==> src/rtl/einj_pkg.sv <==
package einj_pkg;

    typedef enum logic [1:0] {
        FLT_OFF   = 2'd0,
        FLT_BLANK = 2'd1,
        FLT_FLIP  = 2'd2,
        FLT_RSVD  = 2'd3
    } flt_kind_e;

    typedef enum logic [1:0] {
        TL_IDLE  = 2'd0,
        TL_EXTRA = 2'd1,
        TL_DEAD  = 2'd2
    } tail_ph_e;

    typedef struct packed {
        logic level;
        logic drive;
    } line_t;

    localparam line_t LINE_IDLE = '{level: 1'b0, drive: 1'b0};

    function automatic logic kind_opens_window(input flt_kind_e k);
        return (k == FLT_BLANK) || (k == FLT_FLIP);
    endfunction

endpackage

==> src/rtl/einj_word_track.sv <==
module einj_word_track #(
    parameter int CNT_W   = 9,
    parameter int WORD_W  = 5,
    parameter int CNT_MAX = 400
) (
    input  logic              clk,
    input  logic              rst,
    input  logic              tick_i,
    input  logic              msg_start_i,
    input  logic              word_start_i,
    input  logic              word_end_i,
    input  logic [WORD_W-1:0] cfg_word_i,
    output logic [CNT_W-1:0]  cnt_now_o,
    output logic              sel_now_o,
    output logic              in_word_o
);
    localparam logic [CNT_W-1:0] CNT_TOP = CNT_W'(CNT_MAX);

    logic [CNT_W-1:0]  cnt_q;
    logic [WORD_W-1:0] idx_q, idx_now;
    logic              inw_q;

    always_comb begin
        idx_now   = word_start_i ? (msg_start_i ? '0 : idx_q + 1'b1) : idx_q;
        cnt_now_o = word_start_i ? '0 : cnt_q;
        in_word_o = word_start_i | inw_q;
        sel_now_o = (idx_now == cfg_word_i);
    end

    always_ff @(posedge clk) begin
        if (rst) begin
            cnt_q <= '0;
            idx_q <= '0;
            inw_q <= 1'b0;
        end else begin
            idx_q <= idx_now;
            inw_q <= in_word_o & ~word_end_i;
            if (tick_i && cnt_now_o != CNT_TOP)
                cnt_q <= cnt_now_o + 1'b1;
            else
                cnt_q <= cnt_now_o;
        end
    end


    tick_zero_chk: assert property (@(posedge clk) disable iff (rst)
        (word_start_i && tick_i) |=> (cnt_now_o <= CNT_W'(1)) || word_start_i);

endmodule

==> src/rtl/einj_window.sv <==
module einj_window
    import einj_pkg::*;
#(
    parameter int CNT_W = 9,
    parameter int OFF_W = 6,
    parameter int WID_W = 6,
    parameter int STEP  = 10,
    parameter int MAXW  = 60,
    parameter int TPB   = 20,
    parameter int BITS  = 20
) (
    input  logic             clk,
    input  logic             rst,
    input  logic             tick_i,
    input  logic [CNT_W-1:0] cnt_now_i,
    input  logic             sel_now_i,
    input  logic             in_word_i,
    input  logic             arm_i,
    input  flt_kind_e        kind_i,
    input  logic [OFF_W-1:0] off_i,
    input  logic [WID_W-1:0] wid_i,
    input  logic [2:0]       bits_i,
    output logic             win_o,
    output logic             cut_o
);
    localparam int SW = CNT_W + OFF_W + 8;
    localparam logic [WID_W-1:0] WID_CAP = WID_W'(MAXW);

    logic [SW-1:0] cnt_w, start_w, stop_w, wid_w, cut_from;
    logic          hit;
    logic [CNT_W-1:0] run_q;

    always_comb begin
        hit      = arm_i & sel_now_i & in_word_i;
        cnt_w    = SW'(cnt_now_i);
        wid_w    = (wid_i > WID_CAP) ? SW'(WID_CAP) : SW'(wid_i);
        start_w  = SW'(off_i) * SW'(STEP);
        stop_w   = start_w + wid_w;
        cut_from = SW'(BITS * TPB) - SW'(bits_i[1:0]) * SW'(TPB);
        win_o    = hit & kind_opens_window(kind_i) &
                   (cnt_w >= start_w) & (cnt_w < stop_w);
        cut_o    = hit & bits_i[2] & (bits_i[1:0] != 2'd0) & (cnt_w >= cut_from);
    end

    // checker: consecutive window ticks inside one word
    always_ff @(posedge clk) begin
        if (rst)
            run_q <= '0;
        else if (!win_o)
            run_q <= '0;
        else
            run_q <= ((cnt_now_i == '0) ? '0 : run_q) + CNT_W'(tick_i);
    end


    win_len_chk: assert property (@(posedge clk) disable iff (rst)
        (win_o && cnt_now_i != '0) |-> (run_q < CNT_W'(MAXW)));

endmodule

==> src/rtl/einj_tail.sv <==
module einj_tail
    import einj_pkg::*;
#(
    parameter int TPB = 20
) (
    input  logic     clk,
    input  logic     rst,
    input  logic     tick_i,
    input  logic     fire_i,
    input  logic [1:0] add_i,
    input  logic [1:0] gap_i,
    output tail_ph_e ph_o,
    output logic     cell_hi_o
);
    localparam int TL_W = $clog2(3 * TPB + 1);
    localparam int CW   = (TPB > 2) ? $clog2(TPB) : 1;
    localparam logic [CW-1:0] CELL_LAST = CW'(TPB - 1);
    localparam logic [CW-1:0] CELL_HALF = CW'(TPB / 2);

    tail_ph_e        ph_q;
    logic [TL_W-1:0] pcnt_q, extra_len, dead_len;
    logic [CW-1:0]   cell_q;
    logic [1:0]      add_q, gap_q;

    assign extra_len = TL_W'(add_q) * TL_W'(TPB);
    assign dead_len  = TL_W'(gap_q) * TL_W'(TPB);
    assign ph_o      = ph_q;
    assign cell_hi_o = (cell_q >= CELL_HALF);

    always_ff @(posedge clk) begin
        if (rst) begin
            ph_q   <= TL_IDLE;
            pcnt_q <= '0;
            cell_q <= '0;
            add_q  <= '0;
            gap_q  <= '0;
        end else begin
            case (ph_q)
                TL_IDLE: begin
                    pcnt_q <= '0;
                    cell_q <= '0;
                    if (fire_i) begin
                        add_q <= add_i;
                        gap_q <= gap_i;
                        if (add_i != 2'd0)      ph_q <= TL_EXTRA;
                        else if (gap_i != 2'd0) ph_q <= TL_DEAD;
                    end
                end
                TL_EXTRA: if (tick_i) begin
                    cell_q <= (cell_q == CELL_LAST) ? '0 : cell_q + 1'b1;
                    if (pcnt_q == extra_len - 1'b1) begin
                        pcnt_q <= '0;
                        ph_q   <= (gap_q != 2'd0) ? TL_DEAD : TL_IDLE;
                    end else begin
                        pcnt_q <= pcnt_q + 1'b1;
                    end
                end
                TL_DEAD: if (tick_i) begin
                    if (pcnt_q == dead_len - 1'b1) begin
                        pcnt_q <= '0;
                        ph_q   <= TL_IDLE;
                    end else begin
                        pcnt_q <= pcnt_q + 1'b1;
                    end
                end
                default: ph_q <= TL_IDLE;
            endcase
        end
    end


    dead_span_chk: assert property (@(posedge clk) disable iff (rst)
        (ph_q == TL_DEAD) |-> (gap_q != 2'd0) && (pcnt_q < dead_len));


    extra_span_chk: assert property (@(posedge clk) disable iff (rst)
        (ph_q == TL_EXTRA) |-> (add_q != 2'd0) && (pcnt_q < extra_len));

endmodule

==> src/rtl/mbp_fault_injector.sv <==
module mbp_fault_injector
    import einj_pkg::*;
#(
    parameter int WORD_W = 5,
    parameter int OFF_W  = 6,
    parameter int WID_W  = 6,
    parameter int TPB    = 20,
    parameter int BITS   = 20,
    parameter int STEP   = 10,
    parameter int MAXW   = 60
) (
    input  logic              clk,
    input  logic              rst,
    input  logic              tick_i,
    input  logic              enc_level_i,
    input  logic              enc_drive_i,
    input  logic              word_start_i,
    input  logic              msg_start_i,
    input  logic              word_end_i,
    input  logic              cfg_arm_i,
    input  logic [WORD_W-1:0] cfg_word_i,
    input  logic [1:0]        cfg_kind_i,
    input  logic [OFF_W-1:0]  cfg_off_i,
    input  logic [WID_W-1:0]  cfg_wid_i,
    input  logic [2:0]        cfg_bits_i,
    input  logic [1:0]        cfg_gap_i,
    output logic              line_level_o,
    output logic              line_drive_o,
    output logic              enc_hold_o
);
    localparam int WORD_TICKS = BITS * TPB;
    localparam int CNT_W      = $clog2(WORD_TICKS + 1);

    flt_kind_e        kind;
    logic [CNT_W-1:0] cnt_now;
    logic             sel_now, in_word, win, cut, fire, cell_hi;
    logic [1:0]       add_n;
    tail_ph_e         ph;
    line_t            enc_s, nxt, out_q;

    assign kind  = flt_kind_e'(cfg_kind_i);
    assign enc_s = '{level: enc_level_i, drive: enc_drive_i};
    assign add_n = cfg_bits_i[2] ? 2'd0 : cfg_bits_i[1:0];
    assign fire  = word_end_i & in_word & sel_now & cfg_arm_i & (ph == TL_IDLE);

    einj_word_track #(.CNT_W(CNT_W), .WORD_W(WORD_W), .CNT_MAX(WORD_TICKS)) u_track (
        .clk(clk), .rst(rst), .tick_i(tick_i),
        .msg_start_i(msg_start_i), .word_start_i(word_start_i), .word_end_i(word_end_i),
        .cfg_word_i(cfg_word_i),
        .cnt_now_o(cnt_now), .sel_now_o(sel_now), .in_word_o(in_word)
    );

    einj_window #(.CNT_W(CNT_W), .OFF_W(OFF_W), .WID_W(WID_W), .STEP(STEP),
                  .MAXW(MAXW), .TPB(TPB), .BITS(BITS)) u_window (
        .clk(clk), .rst(rst), .tick_i(tick_i),
        .cnt_now_i(cnt_now), .sel_now_i(sel_now), .in_word_i(in_word),
        .arm_i(cfg_arm_i), .kind_i(kind), .off_i(cfg_off_i), .wid_i(cfg_wid_i),
        .bits_i(cfg_bits_i), .win_o(win), .cut_o(cut)
    );

    einj_tail #(.TPB(TPB)) u_tail (
        .clk(clk), .rst(rst), .tick_i(tick_i), .fire_i(fire),
        .add_i(add_n), .gap_i(cfg_gap_i), .ph_o(ph), .cell_hi_o(cell_hi)
    );

    always_comb begin
        nxt = enc_s;
        if (ph == TL_EXTRA)
            nxt = '{level: cell_hi, drive: 1'b1};
        else if (ph == TL_DEAD)
            nxt = LINE_IDLE;
        else if (cut || (win && kind == FLT_BLANK))
            nxt = LINE_IDLE;
        else if (win && kind == FLT_FLIP)
            nxt = '{level: ~enc_level_i, drive: enc_drive_i};
    end

    always_ff @(posedge clk) begin
        if (rst) out_q <= LINE_IDLE;
        else     out_q <= nxt;
    end

    assign line_level_o = out_q.level;
    assign line_drive_o = out_q.drive;
    assign enc_hold_o   = (ph != TL_IDLE);


    pass_thru_chk: assert property (@(posedge clk) disable iff (rst)
        (!win && !cut && ph == TL_IDLE) |=>
            (line_level_o == $past(enc_level_i)) && (line_drive_o == $past(enc_drive_i)));


    blank_idle_chk: assert property (@(posedge clk) disable iff (rst)
        (win && kind == FLT_BLANK && ph == TL_IDLE) |=> (!line_drive_o && !line_level_o));


    flip_level_chk: assert property (@(posedge clk) disable iff (rst)
        (win && kind == FLT_FLIP && !cut && ph == TL_IDLE) |=>
            (line_level_o != $past(enc_level_i)) && (line_drive_o == $past(enc_drive_i)));


    extra_drive_chk: assert property (@(posedge clk) disable iff (rst)
        (ph == TL_EXTRA) |=> line_drive_o);


    cut_idle_chk: assert property (@(posedge clk) disable iff (rst)
        (cut && ph == TL_IDLE) |=> !line_drive_o);

endmodule

==> config.mk <==
export PLATFORM = sky130hd
export DESIGN_NAME = mbp_fault_injector
export DESIGN_NICKNAME = d
export VERILOG_FILES = /design/src/rtl/einj_pkg.sv /design/src/rtl/einj_word_track.sv /design/src/rtl/einj_window.sv /design/src/rtl/einj_tail.sv /design/src/rtl/mbp_fault_injector.sv
export SDC_FILE = /design/constraint.sdc
export NUM_CORES = 1
export LEC_CHECK = 0
export ABC_AREA = 1
export CORE_UTILIZATION = 65
export CTS_CLUSTER_DIAMETER = 30
export DETAILED_ROUTE_END_ITERATION = 7
export DONT_BUFFER_PORTS = 1
export PLACE_DENSITY = 0.89
export SYNTH_ARGS = -nofsm -noshare
export SYNTH_HDL_FRONTEND = slang
export SYNTH_SLANG_ARGS = --single-unit
==> constraint.sdc <==
create_clock -name clk -period 6.65 [get_ports clk]
set_input_delay 0.3325 -clock clk [delete_from_list [all_inputs] [get_ports clk]]
set_output_delay 0.3325 -clock clk [all_outputs]
set_load 0.005 [all_outputs]
## Word level (Yosys, flattened, before mapping)

Index checks and enable logic that the tools add are counted.

- Magnitude comparators: 5
- Bitwise operators: 16
- Reductions and logical operators: 17
- $mul: 4
- Eq/ne operators: 15
- Muxes and demuxes: 27
- Add/sub/neg operators: 8

Operators by type and width:

| cell | number |
|---|---|
| $mux W6 | 5 |
| $mux W2 | 13 |
| $add A10 B23 Y23 | 1 |
| $ge A9 B23 Y1 | 1 |
| $lt A9 B23 Y1 | 1 |
| $mux W5 | 4 |
| $mux W9 | 2 |
| $pmux W6 S3 | 1 |
| $and A1 B1 Y1 | 13 |
| $eq A6 B6 Y1 | 2 |
| $reduce_bool A2 Y1 | 6 |
| $sub A6 B1 Y6 const B | 2 |
| $add A5 B1 Y5 const B | 2 |
| $ge A9 B10 Y1 | 1 |
| $pmux W5 S2 | 1 |
| $sub A9 B7 Y10 const A | 1 |
| $add A9 B1 Y9 const B | 1 |
| $mul A6 B3 Y9 const B | 1 |
| $ne A9 B9 Y1 const B | 1 |
| $mul A2 B3 Y4 const B | 2 |
| $add A6 B1 Y6 const B | 1 |
| $gt A6 B6 Y1 const B | 1 |
| $ne A2 B2 Y1 const B | 3 |
| $pmux W2 S3 | 1 |
| 17 further kinds | 25 |

- Input bits: 33
- Output and inout port bits: 3
- Word-level logic and storage cells: 102
- Register bits: 34

## Longest topological paths before layout

Gate-level depths: netlist of run 1.

- Word-level depth: 14
- Gate-level depth with buffers: 22
- Gate-level depth less buffers: 22

## Hierarchy

A second synthesis of run 1 with hierarchy kept.

- Cell total of the unflattened synthesis: 529
- Area total of the unflattened synthesis: 3459.6 µm²

By module, submodules not included:

| module | area each (µm²) | times used | sequential area each (µm²) | cells an instance |
|---|---|---|---|---|
| einj_window | 1138.6 | 1 | 0.0 | 170 |
| einj_tail | 1084.8 | 1 | 340.3 | 159 |
| einj_word_track | 1068.5 | 1 | 300.3 | 168 |
| mbp_fault_injector | 167.7 | 1 | 40.0 | 32 |

## Worst setup path after synthesis of run 1

No wires, ideal clock.

- Path kind: input to register
- Start point: input port cfg_off_i[1]
- End point: register out_q (netlist bit line_level_o)
- Arrival: 3.106 ns
- Slack: 3.477 ns
- Data required time: 6.583 ns
- Path buffers: 0
- Cell stages on the path: 19
- Library setup time: 0.067 ns
- Cell sequence: ha_1 -> ha_1 -> fa_1 -> ha_1 -> inv_1 -> o21ai_0 -> xor2_1 -> ha_1 -> inv_1 -> o31a_1 -> nand2_1 -> nand2_1 -> nand2_1 -> nand2_1 -> nand3_1 -> nand2_1 -> nor2_1 -> nand2_1 -> a21oi_2

- Word-level cells in the longest chain between the ends: 9
- Elaborated cells between the ends (all ways): 13
- Classes of those cells: 1 x add/sub; 1 x mul; 2 x order compare; 4 x mux; 2 x bitwise; 3 x reduce/logical

RTL lines:

| what | line | source |
|---|---|---|
| start: declaration | mbp_fault_injector.sv:23 | `input logic [OFF_W-1:0] cfg_off_i,` |
| $mul A6 B3 Y9 (*) | einj_window.sv:37 | `start_w = SW'(off_i) * SW'(STEP);` |
| $add A10 B23 Y23 or $ge A9 B10 Y1 (tied branches) | einj_window.sv:38, einj_window.sv:41 |  |
| $lt A9 B23 Y1 or $and A1 B1 Y1 (tied branches) | einj_window.sv:41, einj_window.sv:40 |  |
| $and A1 B1 Y1 (*) | einj_window.sv:41 | `(cnt_w >= start_w) & (cnt_w < stop_w);` |
| $logic_and A1 B1 Y1 (on tied branches) | mbp_fault_injector.sv:74, mbp_fault_injector.sv:72 |  |
| $mux W2 or $logic_or A1 B1 Y1 (tied branches) | mbp_fault_injector.sv:74, mbp_fault_injector.sv:72 |  |
| $mux W2 (*) | mbp_fault_injector.sv:72 | `else if (cut \|\| (win && kind == FLT_BLANK))` |
| $mux W2 (*) | mbp_fault_injector.sv:70 | `else if (ph == TL_DEAD)` |
| $mux W2 (*) | mbp_fault_injector.sv:68 | `if (ph == TL_EXTRA)` |
| end signal: assignment | mbp_fault_injector.sv:80 | `else out_q <= nxt;` |
| end: declaration | mbp_fault_injector.sv:39 | `line_t enc_s, nxt, out_q;` |

Mark *: on every way between the ends. The rest lies on a longest branch, timed or not.
A chain may end at the register's enable or synchronous reset.

## Final worst setup path of run 1

Same ends and word-level chain as after synthesis.

==> flow_metrics.env, run 1 <==
export IMPL_clock_root_buffer="clkbuf_8"
export IMPL_numPortBuffers=0
export IMPL_die_x_um=72.5
export IMPL_highest_layer="met4"
export IMPL_tritoncts="yes"
export IMPL_initial_utilization_pct=67.9
export IMPL_worstReg2RegStart="u_track.cnt_q[4]"
export IMPL_synth_top_area_share_pct=21.1
export IMPL_worstSetupPathType="in2reg"
export IMPL_r2r_end="line_level_o"
export IMPL_syn_area_per_cell_um2=6.85
export IMPL_async_reset_ff_share_pct=0
export IMPL_fin_crit_ns=3.12
export IMPL_drc=0
export IMPL_clk_pin_slew_ns=0.08
export IMPL_yosys_most_used_dff="dfxtp_1"
export IMPL_crit_arrival_ns=3.36
export IMPL_wl_mm=6.97
export IMPL_h_tree_depth=2
export IMPL_grt_pass1_wl_mm=11.9
export IMPL_synth_largest_area_cell="dfxtp_1"
export IMPL_end_kind="flip-flop"
export IMPL_rows=25
export IMPL_critical_path_required_ns=6.89
export IMPL_final_cell_mix="nand2_1, inv_1, ha_1"
export IMPL_finClkSkew_ns=0.0111
export IMPL_antennaDiodeCount=0
export IMPL_grt_pass1_vias=2979
export IMPL_slew_viol_final=0
export IMPL_outcome="completed"
export IMPL_finalNetCount=557
export IMPL_io_pins=36
export IMPL_met2WireLength_mm=3.45
export IMPL_path_max_fanout=4
export IMPL_fin_ws_ns=3.53
export IMPL_p_leak_nw=1.65
export IMPL_grt_total_usage_pct=28.5
export IMPL_ys_seq_elements=34
export IMPL_r2r_slack_ns=4.36
export IMPL_die_h_um=72.5
export IMPL_place_hpwl_mm=5.63
export IMPL_worst_r2r_path_depth=18
export IMPL_post_cts_buffers=0
export IMPL_slew_headroom_pct=62.1
export IMPL_dr_wl_met3_um=393
export IMPL_drtPass1Iterations=4
export IMPL_crit_path_start_kind="input port"
export IMPL_finalHoldViolations=0
export IMPL_synthToLayoutAreaGrowth_pct=3.76
export IMPL_clock_sinks=34
export IMPL_yosys_cell_types_count=41
export IMPL_min_from="rst"
export IMPL_drive_gt1_share_pct=7.25
export IMPL_cts_resized=0
export IMPL_place_congestion=0.837
export IMPL_clockBufferDepth=2
export IMPL_finalSetupViolCount=0
export IMPL_seq_area_frac_synth_pct=21.1
export IMPL_hold_path_class="in2reg"
export IMPL_drt_iter0_markers=139
export IMPL_holdPathStages=1
export IMPL_layout_commonest_cell="nand2_1"
export IMPL_routedLengthMet1_mm=3.03
export IMPL_yosys_top_cells_area="dfxtp_1, ha_1, nand2_1, inv_1, a21oi_1"
export IMPL_core_um2=4750
export IMPL_grt_max_degree=19
export IMPL_nFillCells=423
export IMPL_min_period_over_period_pct=46.9
export IMPL_insertion_delay_ns=0.29
export IMPL_overflow=0
export IMPL_vias_per_cell=5.53
export IMPL_irDropWorstVdd_v=0.0000857
export IMPL_synth_enable_flop_cells=0
export IMPL_rsz0062_at_grt="false"
export IMPL_cts_buffers=5
export IMPL_final_setup_tns_ns=0
export IMPL_power_per_cell_area_nw_per_um2=149
export IMPL_synth_fp_nets=560
export IMPL_synth_cells=471
export IMPL_die_area_um2=5250
export IMPL_ys_warn_count=0
export IMPL_min_to="line_level_o"
export IMPL_utilization_pct=70.4
export IMPL_hold_buffers=0
export IMPL_antenna_found_initial=0
export IMPL_worst_pin_slew_ns=0.566
export IMPL_route_vias_total=2963
export IMPL_max_freq_mhz=321
export IMPL_wire_per_inst_um=13.0
export IMPL_drv_cap=0
export IMPL_ant_nets=0
export IMPL_dp_slack_ns=3.24
export IMPL_syn_area_um2=3230
## how the worst max path moves through the flow
| stage | cells past startpoint | endpoint | start | slack (ns) |
|---|---|---|---|---|
| 2_1_floorplan | 19 | line_level_o | cfg_off_i[1] | 3.48 |
| 3_3_place_gp | 19 | line_level_o | cfg_off_i[1] | 3.35 |
| 3_5_place_dp | 20 | line_level_o | cfg_off_i[1] | 3.24 |
| 4_1_cts | 20 | line_level_o | cfg_off_i[1] | 3.54 |
| 5_1_grt | 20 | line_level_o | cfg_off_i[1] | 3.22 |
| 6_report | 20 | line_level_o | cfg_off_i[1] | 3.53 |
## per-stage QoR
step	std cells	power [W]	area, µm²	hold slack, ns
floorplan	471	0.000320	3230	0.412
global placement	528	0.000332	3250	0.399
detailed placement	528	0.000338	3250	0.399
CTS	536	0.000500	3350	0.0836
global route	536	0.000530	3350	0.0884
finish	536	0.000498	3350	0.0910
## cells in the mapped netlist, types with 2 or more instances
library cell  number
nand2_1           95
inv_1             79
ha_1              54
a21oi_1           40
nor2_1            36
dfxtp_1           34
nand3_1           25
o21ai_0           15
nor3_1            11
xor2_1            11
nand4_1            9
clkbuf_1           7
inv_2              4
nand2_2            4
nor2_2             4
nor3_2             4
o21ai_1            3
a211oi_1           2
a21boi_0           2
a21oi_2            2
a31oi_1            2
fa_1               2
nand3_2            2
nand3_4            2
nand3b_1           2
nor3b_1            2
o21a_1             2
o22ai_1            2
xnor2_1            2
## metal layers
metal	up-vias	GRT usage, %
met2	75	51.5
met1	1352	32.6
met5	-	0
li1	1525	-
met3	11	6.11
met4	0	10.7
## registers in the layout, summed over array words and instances (netlist names)
signal         count
line_drive_o       1
line_level_o       1
u_tail.add_q       2
u_tail.cell_q      5
u_tail.gap_q       2
u_tail.pcnt_q      6
u_tail.ph_o        2
u_track.cnt_q      9
u_track.idx_q      5
u_track.inw_q      1
## area by class of cell
class / instances / area [µm²] / share of cell area (%)
Multi-Input combinational cell: 342 / 2170 / 64.8
Sequential cell: 34 / 681 / 20.3
Tap cell: 67 / 83.8 / 2.50
Clock buffer: 6 / 82.6 / 2.47
Clock inverter: 2 / 12.5 / 0.374
Inverter: 85 / 320 / 9.56
## logic make-up after synthesis
group                    Yosys count  share of synthesized area (%)
AND/OR/NAND/NOR                  198                           28.4
AO/OA/AOI/OAI                     75                           13.1
buffers and inverters             95                           11.7
flip-flops                        34                           21.1
XOR/XNOR                          13                           3.53
adder cells (fa/ha/maj)           56                           22.2
## critical path: stages
cell and delay [ns]:
ha_1 0.27, ha_1 0.22, fa_1 0.45, ha_1 0.31
inv_1 0.05, o21ai_0 0.27, xor2_1 0.12, ha_1 0.30
inv_1 0.05, nor3_1 0.19, nand2_1 0.08, nand2_1 0.07
nand2_1 0.05, nand2_1 0.05, nand2_1 0.08, nand3_1 0.14
nand2_1 0.07, nor2_1 0.08, nand2_1 0.07, a21oi_2 0.10
## power breakdown
part / switching (W) / internal, W
sequential: 0.00000235 / 0.000207
combinational: 0.0000778 / 0.0000483
clock: 0.0000795 / 0.0000832
total: 0.000160 / 0.000339
Note: power is estimated with default switching activity, not from simulation.
==> run 2, diff against run 1 <==
clock period = 3.06 ns   (was 6.65 ns; I/O delays follow)
==> run 2 against run 1 <==
Highest routed layer unchanged. Core utilization grew 0.50 points. Total power is 120% higher. Largest cell class unchanged. Final cell count increased by 0.37%. Combinational power increased by 120%. Non-clock buffer count grew 2. Sequential share of layout area down 0.14 points. Via count up 1.1%. Setup slack worse by 3.3 ns.
==> flow_metrics.env, run 2 (synthesis gave the netlist of run 1 again) <==
export IMPL_critical_path_required_ns=3.29
export IMPL_die_h_um=72.5
export IMPL_h_tree_depth=2
export IMPL_antennaDiodeCount=0
export IMPL_drive_gt1_share_pct=7.43
export IMPL_largest_register="u_track.cnt_q"
export IMPL_drtPass1Iterations=4
export IMPL_layout_commonest_cell="nand2_1"
export IMPL_dp_slack_ns=-0.191
export IMPL_die_area_um2=5250
export IMPL_final_cell_mix="nand2_1, inv_1, ha_1"
export IMPL_clk_pin_slew_ns=0.07
export IMPL_overflow=0
export IMPL_highest_layer="met4"
export IMPL_grt_pass1_vias=2861
export IMPL_finalSetupViolCount=0
export IMPL_initial_utilization_pct=67.9
export IMPL_cts_buffers=5
export IMPL_outcome="completed"
export IMPL_power_per_cell_area_nw_per_um2=324
export IMPL_crit_path_start_kind="input port"
export IMPL_end_kind="flip-flop"
export IMPL_final_setup_tns_ns=0
export IMPL_finalHoldViolations=0
export IMPL_route_vias_total=2996
export IMPL_worst_pin_slew_ns=0.624
export IMPL_routedLengthMet1_mm=3.02
export IMPL_drc=0
export IMPL_p_leak_nw=1.66
export IMPL_grt_total_usage_pct=28.5
export IMPL_largest_reg_flops=9
export IMPL_worstSetupPathType="in2reg"
export IMPL_io_pins=36
export IMPL_post_cts_buffers=0
export IMPL_fin_ws_ns=0.183
export IMPL_clock_sinks=34
export IMPL_wl_mm=7.03
export IMPL_dr_wl_met3_um=515
export IMPL_clock_root_buffer="clkbuf_8"
export IMPL_top_regs="u_track.cnt_q: 9 flops, u_tail.pcnt_q: 6 flops"
export IMPL_fin_crit_ns=2.88
export IMPL_utilization_pct=70.9
export IMPL_max_freq_mhz=348
export IMPL_irDropWorstVdd_v=0.000165
export IMPL_antenna_found_initial=0
export IMPL_dp_cells=528
export IMPL_rows=25
export IMPL_wire_per_inst_um=13.1
export IMPL_place_congestion=0.837
export IMPL_grt_max_degree=19
export IMPL_insertion_delay_ns=0.30
export IMPL_slew_headroom_pct=58.2
export IMPL_die_x_um=72.5
export IMPL_finalNetCount=559
export IMPL_core_um2=4750
export IMPL_slew_viol_final=0
export IMPL_tritoncts="yes"
export IMPL_numPortBuffers=0
export IMPL_crit_arrival_ns=3.11
export IMPL_min_period_over_period_pct=94.0
export IMPL_drt_iter0_markers=203
export IMPL_finalNonFillerCells=538
export IMPL_path_max_fanout=4
export IMPL_synthToLayoutAreaGrowth_pct=4.50
export IMPL_whs_ns=0.00880
export IMPL_finClkSkew_ns=0.00699
export IMPL_place_hpwl_mm=5.60
export IMPL_vias_per_cell=5.57
export IMPL_drv_cap=0
export IMPL_met2WireLength_mm=3.36
export IMPL_ant_nets=0
export IMPL_clockBufferDepth=2
export IMPL_hold_path_class="in2reg"
export IMPL_grt_pass1_wl_mm=11.7
## run 2: cell types whose count changed in the layout (fill, tap and decap cells not counted), sizes merged
cell         previous run  this run
dlygate4sd3             0         2
## run 2: cell type report
cell class / count / area (µm²)
repair buffers: 2 / 20.0
clock buffers: 6 / 82.6
clock inverters: 2 / 12.5
inverters: 85 / 320
flip-flops and latches: 34 / 681
multi-input cells: 342 / 2170
fillers: 410 / 1380
well taps: 67 / 83.8
## run 2: repair_timing
action	4_1_cts	5_1_grt
gates resized for setup	0	2
hold buffers	2	0
endpoints found under the setup margin	0	2
endpoints found under the hold margin	15	0
## run 2: per-layer routing
metal	vias to the layer above	track usage, %
met5	-	0
met3	14	6.81
met4	0	12.6
li1	1529	-
met1	1357	33.3
met2	96	49.2
## run 2: path summary, 6_finish.rpt
kind | from | to | slack, ns | depth (start not counted)
worst max-delay path | cfg_off_i[1] | line_level_o | 0.18 | 20
worst max register to register | u_track.cnt_q[4] | line_level_o | 0.70 | 18
worst min-delay path | rst | u_track.cnt_q[4] | 0.009 | 2
worst min register to register | u_tail.pcnt_q[1] | u_tail.pcnt_q[1] | 0.49 | 2
## run 2: report_power, final
| part | switching, W | internal [W] | total [W] | leakage (nW) |
|---|---|---|---|---|
| clock | 0.000173 | 0.000181 | 0.000353 | 0.0472 |
| sequential | 0.00000528 | 0.000450 | 0.000456 | 0.275 |
| combinational | 0.000175 | 0.000107 | 0.000283 | 1.33 |
## run 2: stage by stage
step | cell area, µm² | power (W)
after global routing | 3370 | 0.00116
after global placement | 3250 | 0.000722
final | 3370 | 0.00109
after CTS | 3370 | 0.00109
after floorplan | 3230 | 0.000695
after detailed placement | 3250 | 0.000736
## run 2: critical path, stage by stage
cell and delay (ns):
ha_1 0.27, ha_1 0.22, fa_1 0.46, ha_1 0.31, inv_1 0.06, o21ai_2 0.19, xor2_1 0.09, ha_1 0.30
inv_1 0.05, nor3_1 0.20, nand2_1 0.09, nand2_1 0.07, nand2_1 0.05, nand2_1 0.06, nand2_1 0.08, nand3_1 0.13
nand2_1 0.07, nor2_1 0.08, nand2_1 0.07, a21oi_2 0.10
==> run 3, diff against run 2 <==
REMOVE_ABC_BUFFERS = 1   (was not set)
==> run 3 against run 2 <==
Fmax up 1.5%. Global-route usage down 1.1 points. Total power about the same. Die area unchanged. Clock skew up 0.0027 ns. Sequential power about the same. Non-clock buffer count unchanged. Clock power about the same. Critical endpoint unchanged.
==> flow_metrics.env, run 3 (synthesis gave the netlist of run 1 again) <==
export IMPL_end_kind="flip-flop"
export IMPL_layout_commonest_cell="nand2_1"
export IMPL_overflow=0
export IMPL_grt_max_degree=19
export IMPL_ant_nets=0
export IMPL_drtPass1Iterations=5
export IMPL_slew_viol_final=0
export IMPL_path_max_fanout=4
export IMPL_drv_cap=0
export IMPL_irDropWorstVdd_v=0.000169
export IMPL_h_tree_depth=2
export IMPL_die_x_um=72.5
export IMPL_grt_total_usage_pct=27.4
export IMPL_final_cell_mix="nand2_1, inv_1, ha_1"
export IMPL_antennaDiodeCount=0
export IMPL_p_leak_nw=1.66
export IMPL_place_hpwl_mm=5.50
export IMPL_clk_pin_slew_ns=0.07
export IMPL_numPortBuffers=0
export IMPL_largest_reg_flops=9
export IMPL_holdPathStages=2
export IMPL_worstSetupPathType="in2reg"
export IMPL_multi_input_area_um2=2180
export IMPL_largest_register="u_track.cnt_q"
export IMPL_grt_pass1_wl_mm=11.4
export IMPL_finalNetCount=559
export IMPL_finClkSkew_ns=0.00967
export IMPL_core_um2=4750
export IMPL_hold_path_class="in2reg"
export IMPL_max_freq_mhz=353
export IMPL_clock_sinks=34
export IMPL_finalSetupViolCount=0
export IMPL_rows=25
export IMPL_fin_ws_ns=0.225
export IMPL_dp_slack_ns=-0.162
export IMPL_finalHoldViolations=0
export IMPL_antenna_found_initial=0
export IMPL_insertion_delay_ns=0.29
export IMPL_synthToLayoutAreaGrowth_pct=4.65
export IMPL_crit_path_start_kind="input port"
export IMPL_clockBufferDepth=2
export IMPL_wl_mm=6.88
export IMPL_die_h_um=72.5
export IMPL_outcome="completed"
export IMPL_tritoncts="yes"
export IMPL_place_congestion=0.826
export IMPL_worst_pin_slew_ns=0.646
export IMPL_whs_ns=0.0164
export IMPL_io_pins=36
export IMPL_vias_per_cell=5.51
export IMPL_slew_headroom_pct=56.8
export IMPL_worst_r2r_path_depth=18
export IMPL_drt_iter0_markers=148
export IMPL_route_vias_total=2963
export IMPL_fin_crit_ns=2.84
export IMPL_seq_area_um2=681
export IMPL_final_setup_tns_ns=0
export IMPL_top_regs="u_track.cnt_q: 9 flops, u_tail.pcnt_q: 6 flops"
export IMPL_crit_arrival_ns=3.05
export IMPL_drc=0
export IMPL_clock_root_buffer="clkbuf_8"
export IMPL_nFillCells=399
export IMPL_die_area_um2=5250
export IMPL_power_per_cell_area_nw_per_um2=323
export IMPL_grt_pass1_vias=2802
export IMPL_critical_path_required_ns=3.27
export IMPL_min_period_over_period_pct=92.7
export IMPL_drive_gt1_share_pct=7.64
export IMPL_wire_per_inst_um=12.8
export IMPL_initial_utilization_pct=67.9
export IMPL_cts_buffers=5
==> run 3: changes by cell type in the layout (fill, tap and decap cells not counted) <==
cell	change
nand3_2	+1
nand3_1	-1
==> run 3: stage by stage <==
stage / power [W] / cell area, µm² / std cells / utilization [%]
finish: 0.00109 / 3380 / 538 / 71.1
global route: 0.00115 / 3380 / 538 / 71.1
CTS: 0.00109 / 3370 / 538 / 70.9
detailed placement: 0.000737 / 3250 / 528 / 68.4
global placement: 0.000723 / 3250 / 528 / 68.4
floorplan: 0.000683 / 3170 / 461 / -
==> run 3: worst max-delay path, cell delays in order <==
cell and delay, ns:
ha_1 0.28, ha_1 0.22, fa_1 0.47, ha_1 0.32, inv_1 0.09, o21ai_2 0.08
xor2_1 0.14, ha_1 0.30, inv_1 0.06, nor3_1 0.20, nand2_1 0.09, nand2_1 0.07
nand2_1 0.04, nand2_1 0.05, nand2_1 0.09, nand3_2 0.10, nand2_1 0.05, nor2_1 0.08
nand2_1 0.07, a21oi_2 0.12
==> run 3: worst paths after layout <==
path / endpoint / startpoint / slack (ns)
hold reg to reg: u_tail.pcnt_q[1] / u_tail.pcnt_q[1] / 0.50
setup reg to reg: line_level_o / u_track.cnt_q[5] / 0.75
hold / removal: u_track.cnt_q[4] / rst / 0.02
setup / recovery: line_level_o / cfg_off_i[1] / 0.22
==> run 3: final cells by class <==
class / instances / area share (%)
Clock inverter: 2 / 0.370
Multi-Input combinational cell: 342 / 64.5
Inverter: 85 / 9.48
Sequential cell: 34 / 20.1
Timing Repair Buffer: 2 / 0.593
Clock buffer: 6 / 2.44
Tap cell: 67 / 2.48
==> run 3: where the power goes <==
part           leakage (nW)  internal [W]  switching [W]
clock network        0.0472      0.000181       0.000170
registers             0.275      0.000450     0.00000570
logic                  1.33      0.000108       0.000177
total                  1.66      0.000739       0.000352
==> run 3: routing by layer <==
| layer | part of all wire (%) | track usage [%] | vias to the layer above |
|---|---|---|---|
| met2 | 49 | 50.1 | 93 |
| met4 | 2.6 | 10.7 | 0 |
| met1 | 44 | 30.7 | 1317 |
| li1 | - | - | 1530 |
| met5 | 0 | 0 | - |
| met3 | 5.0 | 5.97 | 23 |
==> run 3: what timing repair did <==
action | CTS | global route
gates resized for setup | 0 | 3
endpoints found under the setup margin | 0 | 2
setup buffers | 0 | 0
endpoints found under the hold margin | 15 | 0
hold buffers | 2 | 0
